File: config.mk
export PLATFORM = sky130hd
export DESIGN_NAME = rxring_walker
export DESIGN_NICKNAME = d
export VERILOG_FILES = /design/src/rtl/rxr_pkg.sv /design/src/rtl/rxr_cfg.sv /design/src/rtl/rxr_ring_ptr.sv /design/src/rtl/rxr_packer.sv /design/src/rtl/rxr_engine.sv /design/src/rtl/rxring_walker.sv
export SDC_FILE = /design/constraint.sdc
export NUM_CORES = 1
export LEC_CHECK = 0
export BUFFER_PORTS_ARGS = -buffer_cell sky130_fd_sc_hd__clkbuf_2
export CORE_MARGIN = 2
export CORE_UTILIZATION = 25
export DETAILED_ROUTE_END_ITERATION = 8
export PLACE_DENSITY = 0.5
export SLEW_MARGIN = 20
export SYNTH_ARGS = -nofsm -noshare
export SYNTH_HDL_FRONTEND = slang
export SYNTH_HIERARCHICAL = 1
export SYNTH_SLANG_ARGS = --single-unit
File: constraint.sdc
create_clock -name clk -period 4.05 [get_ports clk]
set_input_delay 0.405 -clock clk [delete_from_list [all_inputs] [get_ports clk]]
set_output_delay 0.405 -clock clk [all_outputs]
set_load 0.01 [all_outputs]
File: src/rtl/rxr_pkg.sv
package rxr_pkg;

  localparam int OWN_BIT  = 0;
  localparam int WRAP_BIT = 1;
  localparam int SOF_BIT  = 14;
  localparam int EOF_BIT  = 15;

  typedef enum logic [2:0] {
    ST_OFF,
    ST_IDLE,
    ST_FETCH,
    ST_DATA,
    ST_WB0,
    ST_WB1,
    ST_DROP
  } rx_state_e;

  // Word 0 handed back: address and wrap kept, ownership given to software
  function automatic logic [31:0] close_word0(input logic [31:0] buf_addr,
                                              input logic        wrap);
    logic [31:0] w;
    w           = {buf_addr[31:2], 2'b00};
    w[WRAP_BIT] = wrap;
    w[OWN_BIT]  = 1'b1;
    return w;
  endfunction

  // Byte enables for a word closed at the given lane
  function automatic logic [3:0] lane_mask(input logic [1:0] lane);
    case (lane)
      2'd0:    return 4'b0001;
      2'd1:    return 4'b0011;
      2'd2:    return 4'b0111;
      default: return 4'b1111;
    endcase
  endfunction

  // Held lower lanes plus the incoming byte in its own lane
  function automatic logic [31:0] merge_lanes(input logic [23:0] hold,
                                              input logic [7:0]  b,
                                              input logic [1:0]  lane);
    case (lane)
      2'd0:    return {24'h0, b};
      2'd1:    return {16'h0, b, hold[7:0]};
      2'd2:    return {8'h0, b, hold[15:0]};
      default: return {b, hold};
    endcase
  endfunction

endpackage

File: src/rtl/rxr_cfg.sv
module rxr_cfg (
  input  logic        clk,
  input  logic        rst_n,
  input  logic        rx_enable,
  input  logic        cfg_we,
  input  logic [31:0] cfg_base,
  input  logic        cfg_lpbk,
  output logic [31:0] base_q,
  output logic        lpbk_q,
  output logic        en_rise
);

  logic en_d;
  logic take_cfg;

  assign take_cfg = cfg_we & ~rx_enable;
  assign en_rise  = rx_enable & ~en_d;

  always_ff @(posedge clk) begin
    if (!rst_n) begin
      base_q <= '0;
      lpbk_q <= 1'b0;
      en_d   <= 1'b0;
    end else begin
      en_d <= rx_enable;
      if (take_cfg) begin
        base_q <= cfg_base & ~32'h7;
        lpbk_q <= cfg_lpbk;
      end
    end
  end

endmodule

File: src/rtl/rxr_ring_ptr.sv
module rxr_ring_ptr #(
  parameter int RING_MAX = 1024,
  parameter int IDX_W    = $clog2(RING_MAX)
) (
  input  logic             clk,
  input  logic             rst_n,
  input  logic             rx_enable,
  input  logic [31:0]      base,
  input  logic             advance,
  input  logic             wrap_seen,
  output logic [IDX_W-1:0] idx,
  output logic [31:0]      desc_addr,
  output logic             ev_ring_home
);

  localparam int PAD_W = 32 - IDX_W - 3;

  function automatic logic [IDX_W-1:0] step_idx(input logic [IDX_W-1:0] i,
                                                input logic             w);
    if (w || i == IDX_W'(RING_MAX - 1)) return '0;
    return i + 1'b1;
  endfunction

  logic [IDX_W-1:0] idx_nx;

  assign idx_nx       = step_idx(idx, wrap_seen);
  assign ev_ring_home = advance & (idx_nx == '0);
  assign desc_addr    = base + {{PAD_W{1'b0}}, idx, 3'b000};

  always_ff @(posedge clk) begin
    if (!rst_n)          idx <= '0;
    else if (!rx_enable) idx <= '0;
    else if (advance)    idx <= idx_nx;
  end

endmodule

File: src/rtl/rxr_packer.sv
module rxr_packer #(
  parameter int BUF_BYTES = 128,
  parameter int BC_W      = $clog2(BUF_BYTES)
) (
  input  logic            clk,
  input  logic            rst_n,
  input  logic            accept,
  input  logic [7:0]      rx_data,
  input  logic            rx_last,
  input  logic [BC_W-1:0] bc,
  input  logic [31:0]     buf_addr,
  output logic            wr_req,
  output logic [31:0]     wr_addr,
  output logic [31:0]     wr_data,
  output logic [3:0]      wr_be
);

  import rxr_pkg::*;

  localparam int PAD_W = 32 - BC_W;

  logic [1:0]  lane;
  logic [23:0] hold;

  assign lane    = bc[1:0];
  assign wr_req  = accept & ((lane == 2'd3) | rx_last);
  assign wr_addr = buf_addr + {{PAD_W{1'b0}}, bc[BC_W-1:2], 2'b00};
  assign wr_data = merge_lanes(hold, rx_data, lane);
  assign wr_be   = lane_mask(lane);

  always_ff @(posedge clk) begin
    if (!rst_n) begin
      hold <= '0;
    end else if (accept) begin
      case (lane)
        2'd0:    hold[7:0]   <= rx_data;
        2'd1:    hold[15:8]  <= rx_data;
        2'd2:    hold[23:16] <= rx_data;
        default: ;
      endcase
    end
  end

endmodule

File: src/rtl/rxr_engine.sv
module rxr_engine #(
  parameter int BUF_BYTES = 128,
  parameter int BC_W      = $clog2(BUF_BYTES),
  parameter int LEN_W     = 12
) (
  input  logic                clk,
  input  logic                rst_n,
  input  logic                rx_enable,
  input  logic                en_rise,
  input  logic                rx_valid,
  input  logic                rx_last,
  input  logic [31:0]         mem_rdata,
  output rxr_pkg::rx_state_e  st,
  output logic                rx_ready,
  output logic                accept,
  output logic [BC_W-1:0]     bc,
  output logic [31:0]         buf_addr,
  output logic                wrap_q,
  output logic                desc_rd,
  output logic                desc_wr,
  output logic                desc_hi,
  output logic [31:0]         desc_wdata,
  output logic                advance,
  output logic                bna_q,
  output logic                ev_bna,
  output logic                ev_buf_full,
  output logic                ev_frame_end
);

  import rxr_pkg::*;

  function automatic logic [31:0] close_word1(input logic             sof,
                                              input logic             eof,
                                              input logic [LEN_W-1:0] len);
    logic [31:0] w;
    w          = '0;
    w[SOF_BIT] = sof;
    w[EOF_BIT] = eof;
    if (eof) w[LEN_W-1:0] = len;
    return w;
  endfunction

  logic [LEN_W-1:0] flen;
  logic             sof_q;
  logic             eof_q;
  logic             buf_top;

  assign buf_top      = (bc == BC_W'(BUF_BYTES - 1));
  assign rx_ready     = (st == ST_DATA) | (st == ST_DROP);
  assign accept       = (st == ST_DATA) & rx_valid;
  assign desc_rd      = (st == ST_FETCH);
  assign desc_wr      = (st == ST_WB0) | (st == ST_WB1);
  assign desc_hi      = (st == ST_WB1);
  assign desc_wdata   = desc_hi ? close_word1(sof_q, eof_q, flen)
                                : close_word0(buf_addr, wrap_q);
  assign advance      = (st == ST_WB1);
  assign ev_bna       = desc_rd & mem_rdata[OWN_BIT];
  assign ev_buf_full  = accept & ~rx_last & buf_top;
  assign ev_frame_end = accept & rx_last;

  always_ff @(posedge clk) begin
    if (!rst_n) begin
      st       <= ST_OFF;
      bc       <= '0;
      flen     <= '0;
      buf_addr <= '0;
      wrap_q   <= 1'b0;
      sof_q    <= 1'b0;
      eof_q    <= 1'b0;
      bna_q    <= 1'b0;
    end else begin
      if (en_rise)     bna_q <= 1'b0;
      else if (ev_bna) bna_q <= 1'b1;

      if (!rx_enable) begin
        st <= ST_OFF;
      end else begin
        case (st)
          ST_OFF: st <= ST_IDLE;
          ST_IDLE: begin
            if (rx_valid) begin
              st    <= ST_FETCH;
              sof_q <= 1'b1;
              flen  <= '0;
            end
          end
          ST_FETCH: begin
            if (mem_rdata[OWN_BIT]) begin
              st <= ST_DROP;
            end else begin
              buf_addr <= {mem_rdata[31:2], 2'b00};
              wrap_q   <= mem_rdata[WRAP_BIT];
              bc       <= '0;
              st       <= ST_DATA;
            end
          end
          ST_DATA: begin
            if (rx_valid) begin
              bc   <= bc + 1'b1;
              flen <= flen + 1'b1;
              if (rx_last) begin
                eof_q <= 1'b1;
                st    <= ST_WB0;
              end else if (buf_top) begin
                eof_q <= 1'b0;
                st    <= ST_WB0;
              end
            end
          end
          ST_WB0: st <= ST_WB1;
          ST_WB1: begin
            sof_q <= 1'b0;
            st    <= eof_q ? ST_IDLE : ST_FETCH;
          end
          ST_DROP: begin
            if (rx_valid && rx_last) st <= ST_IDLE;
          end
          default: st <= ST_OFF;
        endcase
      end
    end
  end

endmodule

File: src/rtl/rxring_walker.sv
module rxring_walker #(
  parameter int RING_MAX  = 1024,
  parameter int BUF_BYTES = 128,
  parameter int LEN_W     = 12,
  parameter int IDX_W     = $clog2(RING_MAX)
) (
  input  logic             clk,
  input  logic             rst_n,
  input  logic             rx_enable,
  input  logic             cfg_we,
  input  logic [31:0]      cfg_base,
  input  logic             cfg_lpbk,
  input  logic             rx_valid,
  input  logic [7:0]       rx_data,
  input  logic             rx_last,
  output logic             rx_ready,
  output logic             mem_req,
  output logic             mem_we,
  output logic [31:0]      mem_addr,
  output logic [3:0]       mem_be,
  output logic [31:0]      mem_wdata,
  input  logic [31:0]      mem_rdata,
  output logic [IDX_W-1:0] cur_idx,
  output logic             bna_status,
  output logic             lpbk_mode
);

  localparam int BC_W = $clog2(BUF_BYTES);

  // Named internal events, brought out for the bound checker
  logic [31:0]        base_q;
  logic               en_rise;
  rxr_pkg::rx_state_e st;
  logic               accept;
  logic [BC_W-1:0]    bc;
  logic [31:0]        buf_addr;
  logic               wrap_q;
  logic               desc_rd;
  logic               desc_wr;
  logic               desc_hi;
  logic [31:0]        desc_wdata;
  logic [31:0]        desc_addr;
  logic               advance;
  logic               ev_bna;
  logic               ev_buf_full;
  logic               ev_frame_end;
  logic               ev_ring_home;
  logic               pk_req;
  logic [31:0]        pk_addr;
  logic [31:0]        pk_data;
  logic [3:0]         pk_be;
  logic               desc_acc;

  rxr_cfg u_cfg (
    .clk       (clk),
    .rst_n     (rst_n),
    .rx_enable (rx_enable),
    .cfg_we    (cfg_we),
    .cfg_base  (cfg_base),
    .cfg_lpbk  (cfg_lpbk),
    .base_q    (base_q),
    .lpbk_q    (lpbk_mode),
    .en_rise   (en_rise)
  );

  rxr_ring_ptr #(.RING_MAX(RING_MAX), .IDX_W(IDX_W)) u_ptr (
    .clk          (clk),
    .rst_n        (rst_n),
    .rx_enable    (rx_enable),
    .base         (base_q),
    .advance      (advance),
    .wrap_seen    (wrap_q),
    .idx          (cur_idx),
    .desc_addr    (desc_addr),
    .ev_ring_home (ev_ring_home)
  );

  rxr_engine #(.BUF_BYTES(BUF_BYTES), .BC_W(BC_W), .LEN_W(LEN_W)) u_eng (
    .clk          (clk),
    .rst_n        (rst_n),
    .rx_enable    (rx_enable),
    .en_rise      (en_rise),
    .rx_valid     (rx_valid),
    .rx_last      (rx_last),
    .mem_rdata    (mem_rdata),
    .st           (st),
    .rx_ready     (rx_ready),
    .accept       (accept),
    .bc           (bc),
    .buf_addr     (buf_addr),
    .wrap_q       (wrap_q),
    .desc_rd      (desc_rd),
    .desc_wr      (desc_wr),
    .desc_hi      (desc_hi),
    .desc_wdata   (desc_wdata),
    .advance      (advance),
    .bna_q        (bna_status),
    .ev_bna       (ev_bna),
    .ev_buf_full  (ev_buf_full),
    .ev_frame_end (ev_frame_end)
  );

  rxr_packer #(.BUF_BYTES(BUF_BYTES), .BC_W(BC_W)) u_pack (
    .clk      (clk),
    .rst_n    (rst_n),
    .accept   (accept),
    .rx_data  (rx_data),
    .rx_last  (rx_last),
    .bc       (bc),
    .buf_addr (buf_addr),
    .wr_req   (pk_req),
    .wr_addr  (pk_addr),
    .wr_data  (pk_data),
    .wr_be    (pk_be)
  );

  // One memory port: descriptor traffic and buffer writes never overlap
  assign desc_acc = desc_rd | desc_wr;

  always_comb begin
    mem_req   = desc_acc | pk_req;
    mem_we    = desc_wr | pk_req;
    mem_addr  = pk_addr;
    mem_be    = pk_be;
    mem_wdata = pk_data;
    if (desc_acc) begin
      mem_addr  = desc_addr + (desc_hi ? 32'd4 : 32'd0);
      mem_be    = 4'hF;
      mem_wdata = desc_wdata;
    end
  end

endmodule

# Word-level counts from Yosys, hierarchy flattened
# Index checks and enable logic that the tools add are counted.
classes:
  n_addsub: 6
  bitwise_logic: 15
  reduce_logical: 19
  eq_ne: 16
  muxes: 29
ops:
  columns: ["cell", "n"]
  rows:
  - ["32-bit 2-to-1 mux", 3]
  - ["32-bit case mux with 3 select lines", 1]
  - ["12-bit 2-to-1 mux", 3]
  - ["32-bit by 13-bit adder with 32-bit output", 1]
  - ["32-bit by 3-bit adder with 32-bit output", 1]
  - ["32-bit by 7-bit adder with 32-bit output", 1]
  - ["12-bit case mux with 2 select lines", 1]
  - ["3-bit 2-to-1 mux", 7]
  - ["3-bit case mux with 7 select lines", 1]
  - ["10-bit 2-to-1 mux", 2]
  - ["4-bit AND reduction", 4]
  - ["7-bit 2-to-1 mux", 2]
  - ["7-bit case mux with 2 select lines", 1]
  - ["12-bit by 1-bit adder with 12-bit output, second input constant", 1]
  - ["4-bit case mux with 3 select lines", 1]
  - ["10-bit by 1-bit adder with 10-bit output, second input constant", 1]
  - ["10-bit == test, second input constant", 1]
  - ["3-bit == test, second input constant", 3]
  - ["2-bit != test, second input constant", 4]
  - ["2-bit AND reduction", 4]
  - ["2-bit nonzero test", 4]
  - ["7-bit by 1-bit adder with 7-bit output, second input constant", 1]
  - ["7-bit == test, second input constant", 1]
  - ["3-bit by 2-bit == test with 1-bit output, second input constant", 2]
  - ["other kinds (17)", 34]
word_totals:
  inputBits: 79
  reg_bits: 121
  word_cells: 100

# Depth between registers and ports, before layout
# Gate-level depths: netlist of run 1.
depth:
  ltp_word: 5
  depth_mapped: 13
  ltp_nobuf: 11

# Modules after synthesis
# Netlist of run 1, hierarchy kept.
by_module_without_submodules:
  columns: ["mod", "seq_area_each_um2", "cells_per_inst", "area_each_um2", "instances"]
  rows:
  - ["rxr_engine", 1121.1, 359, 2670.1, 1]
  - ["rxr_packer", 480.5, 270, 2270.9, 1]
  - ["rxr_ring_ptr", 200.2, 199, 1541.5, 1]
  - ["rxring_walker", 0.0, 285, 1430.1, 1]
  - ["rxr_cfg", 620.6, 139, 1271.2, 1]

# Worst setup path after synthesis of run 1
# Ideal clock, no wire load.
synth_timing:
  path_kind: "reg-to-output"
  start: "register u_ptr.idx[0]"
  end: "output mem_addr[15]"
  path_stages_with_launch: 10
  slack_ns: 0.998
  arrival_ns: 2.647
  path_cell_list: "dfxtp_1 -> ha_1 -> fa_1 -> a211oi_1 -> o21bai_1 -> a221oi_4 -> nor2_1 -> xor2_1 -> xnor2_1 -> o21ai_0"
synth_between:
  elab_chain_len: 3
synth_rtl:
  columns: ["element", "line", "source"]
  rows:
  - ["from (decl)", "rxr_ring_ptr.sv:11", "output logic [IDX_W-1:0] idx,"]
  - ["from (signal assigned)", "rxr_ring_ptr.sv:33", "else if (advance) idx <= idx_nx;"]
  - ["32-bit by 13-bit adder with 32-bit output", "rxr_ring_ptr.sv:28", "assign desc_addr = base + {{PAD_W{1'b0}}, idx, 3'b000};"]
  - ["net desc_addr[15]", "rxring_walker.sv:42", "logic [31:0] desc_addr;"]
  - ["32-bit by 3-bit adder with 32-bit output", "rxring_walker.sv:127", "mem_addr = desc_addr + (desc_hi ? 32'd4 : 32'd0);"]
  - ["32-bit 2-to-1 mux", "rxring_walker.sv:126", "if (desc_acc) begin"]
  - ["to (decl)", "rxring_walker.sv:19", "output logic [31:0] mem_addr,"]
# The timed path passes the listed nets, and every way through them passes these cells.

# Worst setup path in the final report of run 1
# Ends and elaborated chain as after synthesis.

==> reports/results.tsv, run 1 <==
metric	value	unit
cp.required	3.64	ns
fp.dieH	194.6	µm
clock-sinks	121	
cp.arrival	3.39	ns
core_area	35660	µm²
htree_levels	4	
clockBufferDepth	2	
finalSetupTns	0	ns
antennaDiodeCount	0	
crit_path_end_kind	output pin	
hpwl	22.49	mm
final_area	10780	µm²
ant_nets	0	
place_congestion	0.8267	
grt_antenna_before_repair	0	
crit_path_max_fanout	8	
post-route-min-period	3.792	ns
power_density	293.6	nW/µm²
p_int	0.002313	W
pwr-share-clk	0.510	
worst_skew_pair.late_latency	0.43	ns
dieArea	37890	µm²
setup_viol	0	
drtIter0Drc	514	
grt_pass1_wl	47.24	mm
io_buffers	155	
row_count	69	
grt_pass1_vias	8369	
drive_above_1_share	0.1856	
postLayoutSetupSlackWorst	0.2584	ns
hold_depth	3	
placed_cells_incl_taps	1782	
overflow	0	
dieWidth	194.6	µm
synth_area_per_cell	7.334	µm²
hold_viol	0	
nNetsFinal	1447	
firstDrtPassIters	5	
clk_pin_slew	0.06	ns
max_freq	263.7	MHz
hold_start	mem_rdata[30]	
start_util	0.2548	
dr_total_vias	8881	
reg2reg_depth	5	
p_comb_frac	0.099	
finClkSkew	0.01441	ns
p_sw	0.0008512	W
io_pins	162	
hp-class	primary input to register	
place_area	10100	µm²
final_cells	1819	
synthCells	1239	
maxSlewViolCount	0	
cp-start-kind	register	
reg2reg_slack	1.49	ns
grt_usage	0.1564	
place_ws	0.5355	ns
tightest_slew	0.8771	ns
finalPower	0.003164	W
criticalPathCategory	register to output pin	
max-vdd-ir-drop	283.5	µV
r2r_end	u_eng/buf_addr[17]$_SDFFE_PN0P_	
r2r_start	u_eng/st[1]$_SDFFE_PN0P_	
whs_endpoint	u_eng/buf_addr[30]$_SDFFE_PN0P_	
leakage	4.375	nW
tritoncts	built	
netlist_area	9086	µm²
yosysWarnings	6	
p_sw_frac	0.2690	
post_drt_wl_per_cell	16.32	µm
drc	0	
status	finished clean	
via_per_inst	4.882	
seqPwrFrac	0.392	
root_buffer	clkbuf_16	
grt_max_degree	67	
syn2layout_area_growth	18.60	%
numCtsBuffers	17	
routed_wl	29.68	mm
maxCapViolations	0	
timing.slew.headroom	0.4131	
period_share	0.9362	
[registers in the layout, indices dropped and copies added (netlist names)]
register        count
u_eng/buf_addr     30
u_cfg/base_q       29
u_pack/hold        24
u_eng/flen         12
u_ptr/idx          10
u_eng/bc            7
u_eng/st            3
u_cfg/en_d          1
u_cfg/lpbk_q        1
u_eng/bna_q         1
u_eng/eof_q         1
u_eng/sof_q         1
u_eng/wrap_q        1
[how the worst max path moves through the flow]
stage,from,endpoint
floorplan,u_ptr/idx[0]$_SDFFE_PN0P_,mem_addr[15]
global placement,u_ptr/idx[0]$_SDFFE_PN0P_,mem_addr[15]
detailed placement,u_ptr/idx[0]$_SDFFE_PN0P_,mem_addr[15]
CTS,u_ptr/idx[0]$_SDFFE_PN0P_,mem_addr[15]
global route,u_ptr/idx[0]$_SDFFE_PN0P_,mem_addr[15]
finish,u_ptr/idx[0]$_SDFFE_PN0P_,mem_addr[15]
[power by group through the flow]
stage	registers, W	logic [W]	clock network [W]
global placement	0.00126	0.000312	0
detailed placement	0.00127	0.000313	0
floorplan	0.00125	0.000200	0
CTS	0.00124	0.000315	0.00165
finish	0.00124	0.000313	0.00161
global route	0.00124	0.000347	0.00170
[through the flow]
stage / hold slack, ns / util
6_report: 0.2025 / 0.3022
5_1_grt: 0.1858 / 0.3022
4_1_cts: 0.1806 / 0.3006
3_5_place_dp: 0.4458 / 0.2834
3_3_place_gp: 0.4438 / 0.2834
2_1_floorplan: 0.4391 / -
[area by class of cell]
type | count | area, µm²
clock buffers | 18 | 429.2
clock inverters | 14 | 185.2
fillers | 3899 | 24880
inverters | 21 | 78.83
multi-input cells | 1014 | 6171
flip-flops and latches | 121 | 2422
well taps | 461 | 576.8
repair buffers | 170 | 913.4
[cell usage in the layout (no fill, tap or decap), types with 21 or more instances in the layout]
master and n:
ha_1 21, nor2_1 64, a21oi_1 67, nand3_1 36, nor2b_1 28, xor2_1 32, clkbuf_2 155, xnor2_1 47
nand2_1 341, dfxtp_1 121, o21ai_0 48, inv_1 21, mux2i_1 56, and2_1 28
[per-layer routing]
| metal | GRT usage | part of all wire | vias up |
|---|---|---|---|
| li1 | - | - | 4466 |
| met1 | 0.2274 | 0.50 | 4178 |
| met2 | 0.2378 | 0.44 | 217 |
| met3 | 0.02828 | 0.050 | 20 |
| met4 | 0.03647 | 0.011 | 0 |
| met5 | 0 | 0 | - |
[critical path, stage by stage (launching register included)]
cell and delay [ns]:
dfxtp_1 0.38, ha_1 0.25, fa_1 0.43, a211oi_1 0.27, o21bai_1 0.18, a221oi_4 0.37, nor2_1 0.09, xor2_1 0.37
xnor2_1 0.13, o21ai_0 0.29, clkbuf_2 0.20
[timing repair]
| item | 4_1_cts | 5_1_grt |
|---|---|---|
| hold buffers | 0 | 0 |
| gates resized for setup | 0 | 2 |
| hold endpoints to repair | 0 | 0 |
| buffers inserted | 0 | 4 |
| setup endpoints to repair | 0 | 9 |
No activity file was read; power rests on OpenSTA's default activity.
==> run 2, diff against run 1 <==
--- a/config.mk
+++ b/config.mk
@@ -5,7 +5,7 @@
 export SDC_FILE = /design/constraint.sdc
 export NUM_CORES = 1
 export LEC_CHECK = 0
-export BUFFER_PORTS_ARGS = -buffer_cell sky130_fd_sc_hd__clkbuf_2
+export BUFFER_PORTS_ARGS = -buffer_cell sky130_fd_sc_hd__buf_2
 export CORE_MARGIN = 2
 export CORE_UTILIZATION = 25
 export DETAILED_ROUTE_END_ITERATION = 8
==> run 2 against run 1 <==
Total power shrank 3.4%. Critical path depth is the same. Wire length grew 0.82%. Flip-flop and latch count is the same. Via count shrank 0.41%. Final cell count grew 0.33%. Highest routed layer unchanged.
==> reports/results.tsv, run 2 (same netlist as run 1, synthesis figures left out) <==
metric	value	unit	change
place_congestion	0.8186		was 0.8267
post-route-min-period	3.829	ns	was 3.792 ns
crit_path_max_fanout	8		unchanged
busiest_layer	met2		unchanged
nNetsFinal	1453		was 1447
ant_nets	0		unchanged
met1_usage	0.2195		was 0.2274
grt_max_degree	44		was 67
fp.dieH	194.6	µm	unchanged
largest_reg_flops	30		unchanged
mostFrequentLayoutCells	341 x nand2_1, 155 x buf_2, 121 x dfxtp_1, 67 x a21oi_1, 64 x nor2_1		was 341 x nand2_1, 155 x clkbuf_2, 121 x dfxtp_1, 67 x a21oi_1, 64 x nor2_1
io_buffers	155		unchanged
cp.arrival	3.42	ns	was 3.39 ns
grt_usage	0.1548		was 0.1564
cp.required	3.64	ns	about the same
timing.slew.headroom	0.3486		was 0.4131
clock-sinks	121		unchanged
dr_total_vias	8845		was 8881
hp-class	primary input to register		unchanged
via_per_inst	4.847		was 4.882
drive_above_1_share	0.1891		was 0.1856
tightest_slew	0.9735	ns	was 0.8771 ns
layout_commonest_cell	nand2_1		unchanged
post_drt_wl_per_cell	16.40	µm	was 16.32 µm
final_area	10760	µm²	was 10780 µm²
worst_skew_pair.late_latency	0.43	ns	about the same
maxCapViolations	0		unchanged
clockBufferDepth	2		unchanged
cts-hold-fix-buffers	0		unchanged
start_util	0.2548		unchanged
dieWidth	194.6	µm	unchanged
drc	0		unchanged
top_regs	u_eng/buf_addr (30), u_cfg/base_q (29), u_pack/hold (24)		unchanged
setup_viol	0		unchanged
io_pins	162		unchanged
crit_path_end_kind	output pin		unchanged
power_density	284.0	nW/µm²	was 293.6 nW/µm²
finClkSkew	0.01483	ns	was 0.01441 ns
hold_viol	0		unchanged
place_area	10150	µm²	was 10100 µm²
overflow	0		unchanged
cp-start-kind	register		unchanged
root_buffer	clkbuf_16		unchanged
criticalPathCategory	register to output pin		unchanged
firstDrtPassIters	5		unchanged
leakage	4.413	nW	was 4.375 nW
hpwl	22.53	mm	was 22.49 mm
grt_antenna_before_repair	0		unchanged
clk_pin_slew	0.06	ns	about the same
max_freq	261.2	MHz	was 263.7 MHz
finalSetupTns	0	ns	unchanged
dieArea	37890	µm²	unchanged
regMostFlops	u_eng/buf_addr		unchanged
syn2layout_area_growth	18.42	%	was 18.60%
grt_pass1_wl	46.37	mm	was 47.24 mm
use_met3	0.03210		was 0.02828
finalPower	0.003056	W	was 0.003164 W
tritoncts	built		unchanged
numCtsBuffers	17		unchanged
rsz0062_at_grt	no		
status	finished clean		unchanged
core_area	35660	µm²	unchanged
routed_wl	29.93	mm	was 29.68 mm
antennaDiodeCount	0		unchanged
drtIter0Drc	568		was 514
period_share	0.9454		was 0.9362
use_met2	0.2403		was 0.2378
htree_levels	4		unchanged
grt_pass1_vias	8203		was 8369
max-vdd-ir-drop	316.1	µV	was 283.5 µV
maxSlewViolCount	0		unchanged
row_count	69		unchanged
==> run 2: cell types whose count changed in the layout (fill, tap and decap cells not counted), moves of 2 or more <==
cell | previous run | this run
buf_2 | 0 | 155
buf_4 | 13 | 20
bufinv_16 | 3 | 1
clkbuf_2 | 155 | 0
clkinvlp_4 | 3 | 6
==> run 2: metal layers <==
| layer | part of all wire | wire length (µm) | vias to the layer above |
|---|---|---|---|
| li1 | - | - | 4471 |
| met5 | 0 | 0 | - |
| met1 | 0.49 | 14570 | 4096 |
| met3 | 0.064 | 1923 | 22 |
| met4 | 0.011 | 332 | 0 |
| met2 | 0.44 | 13100 | 256 |
==> run 2: where the power goes <==
group          switching (W)  internal [W]
Combinational       0.000195      0.000122
Clock               0.000643      0.000857
Sequential         0.0000275       0.00121
Total               0.000866       0.00219
==> run 2: per-stage QoR <==
stage                     instances  hold WS (ns)    util  worst slack, ns
after floorplan                1242        0.4391       -            1.010
after global placement         1790        0.4406  0.2847           0.5386
after detailed placement       1790        0.4542  0.2847           0.5005
after CTS                      1822        0.2002  0.3006          0.01117
after global routing           1825        0.2077  0.3018          0.03764
final                          1825        0.2166  0.3018           0.2212
==> run 2: final timing paths <==
kind         cells after the start                       from  slack (ns)                               to
max                             10  u_ptr/idx[0]$_SDFFE_PN0P_        0.22                     mem_addr[15]
min                              3              mem_rdata[25]        0.22  u_eng/buf_addr[25]$_SDFFE_PN0P_
max reg2reg                      7   u_eng/st[0]$_SDFFE_PN0P_        1.49        u_ptr/idx[5]$_SDFFE_PN0P_
min reg2reg                      2  u_cfg/lpbk_q$_SDFFE_PN0P_        0.47        u_cfg/lpbk_q$_SDFFE_PN0P_
==> run 2: final cells by class <==
type | instances | area, µm²
clock inverter | 14 | 138.9
clock buffer | 18 | 429.2
inverter | 21 | 78.83
sequential | 121 | 2422
tap | 461 | 576.8
timing repair buffer | 176 | 945.9
multi-input combinational | 1014 | 6168
fill | 3938 | 24900
==> run 2: repair_timing <==
action,4_1_cts,5_1_grt
buffers inserted,0,2
gates resized for setup,0,1
endpoints found under the setup margin,0,9
endpoints found under the hold margin,0,0
==> run 2: worst max-delay path: stages, from the launching register on <==
cell and delay (ns):
dfxtp_1 0.39, ha_1 0.26, fa_1 0.43, a211oi_2 0.25, o21bai_1 0.17, a221oi_4 0.38, nor2_1 0.10, xor2_1 0.37
xnor2_1 0.12, o21ai_0 0.33, buf_2 0.20
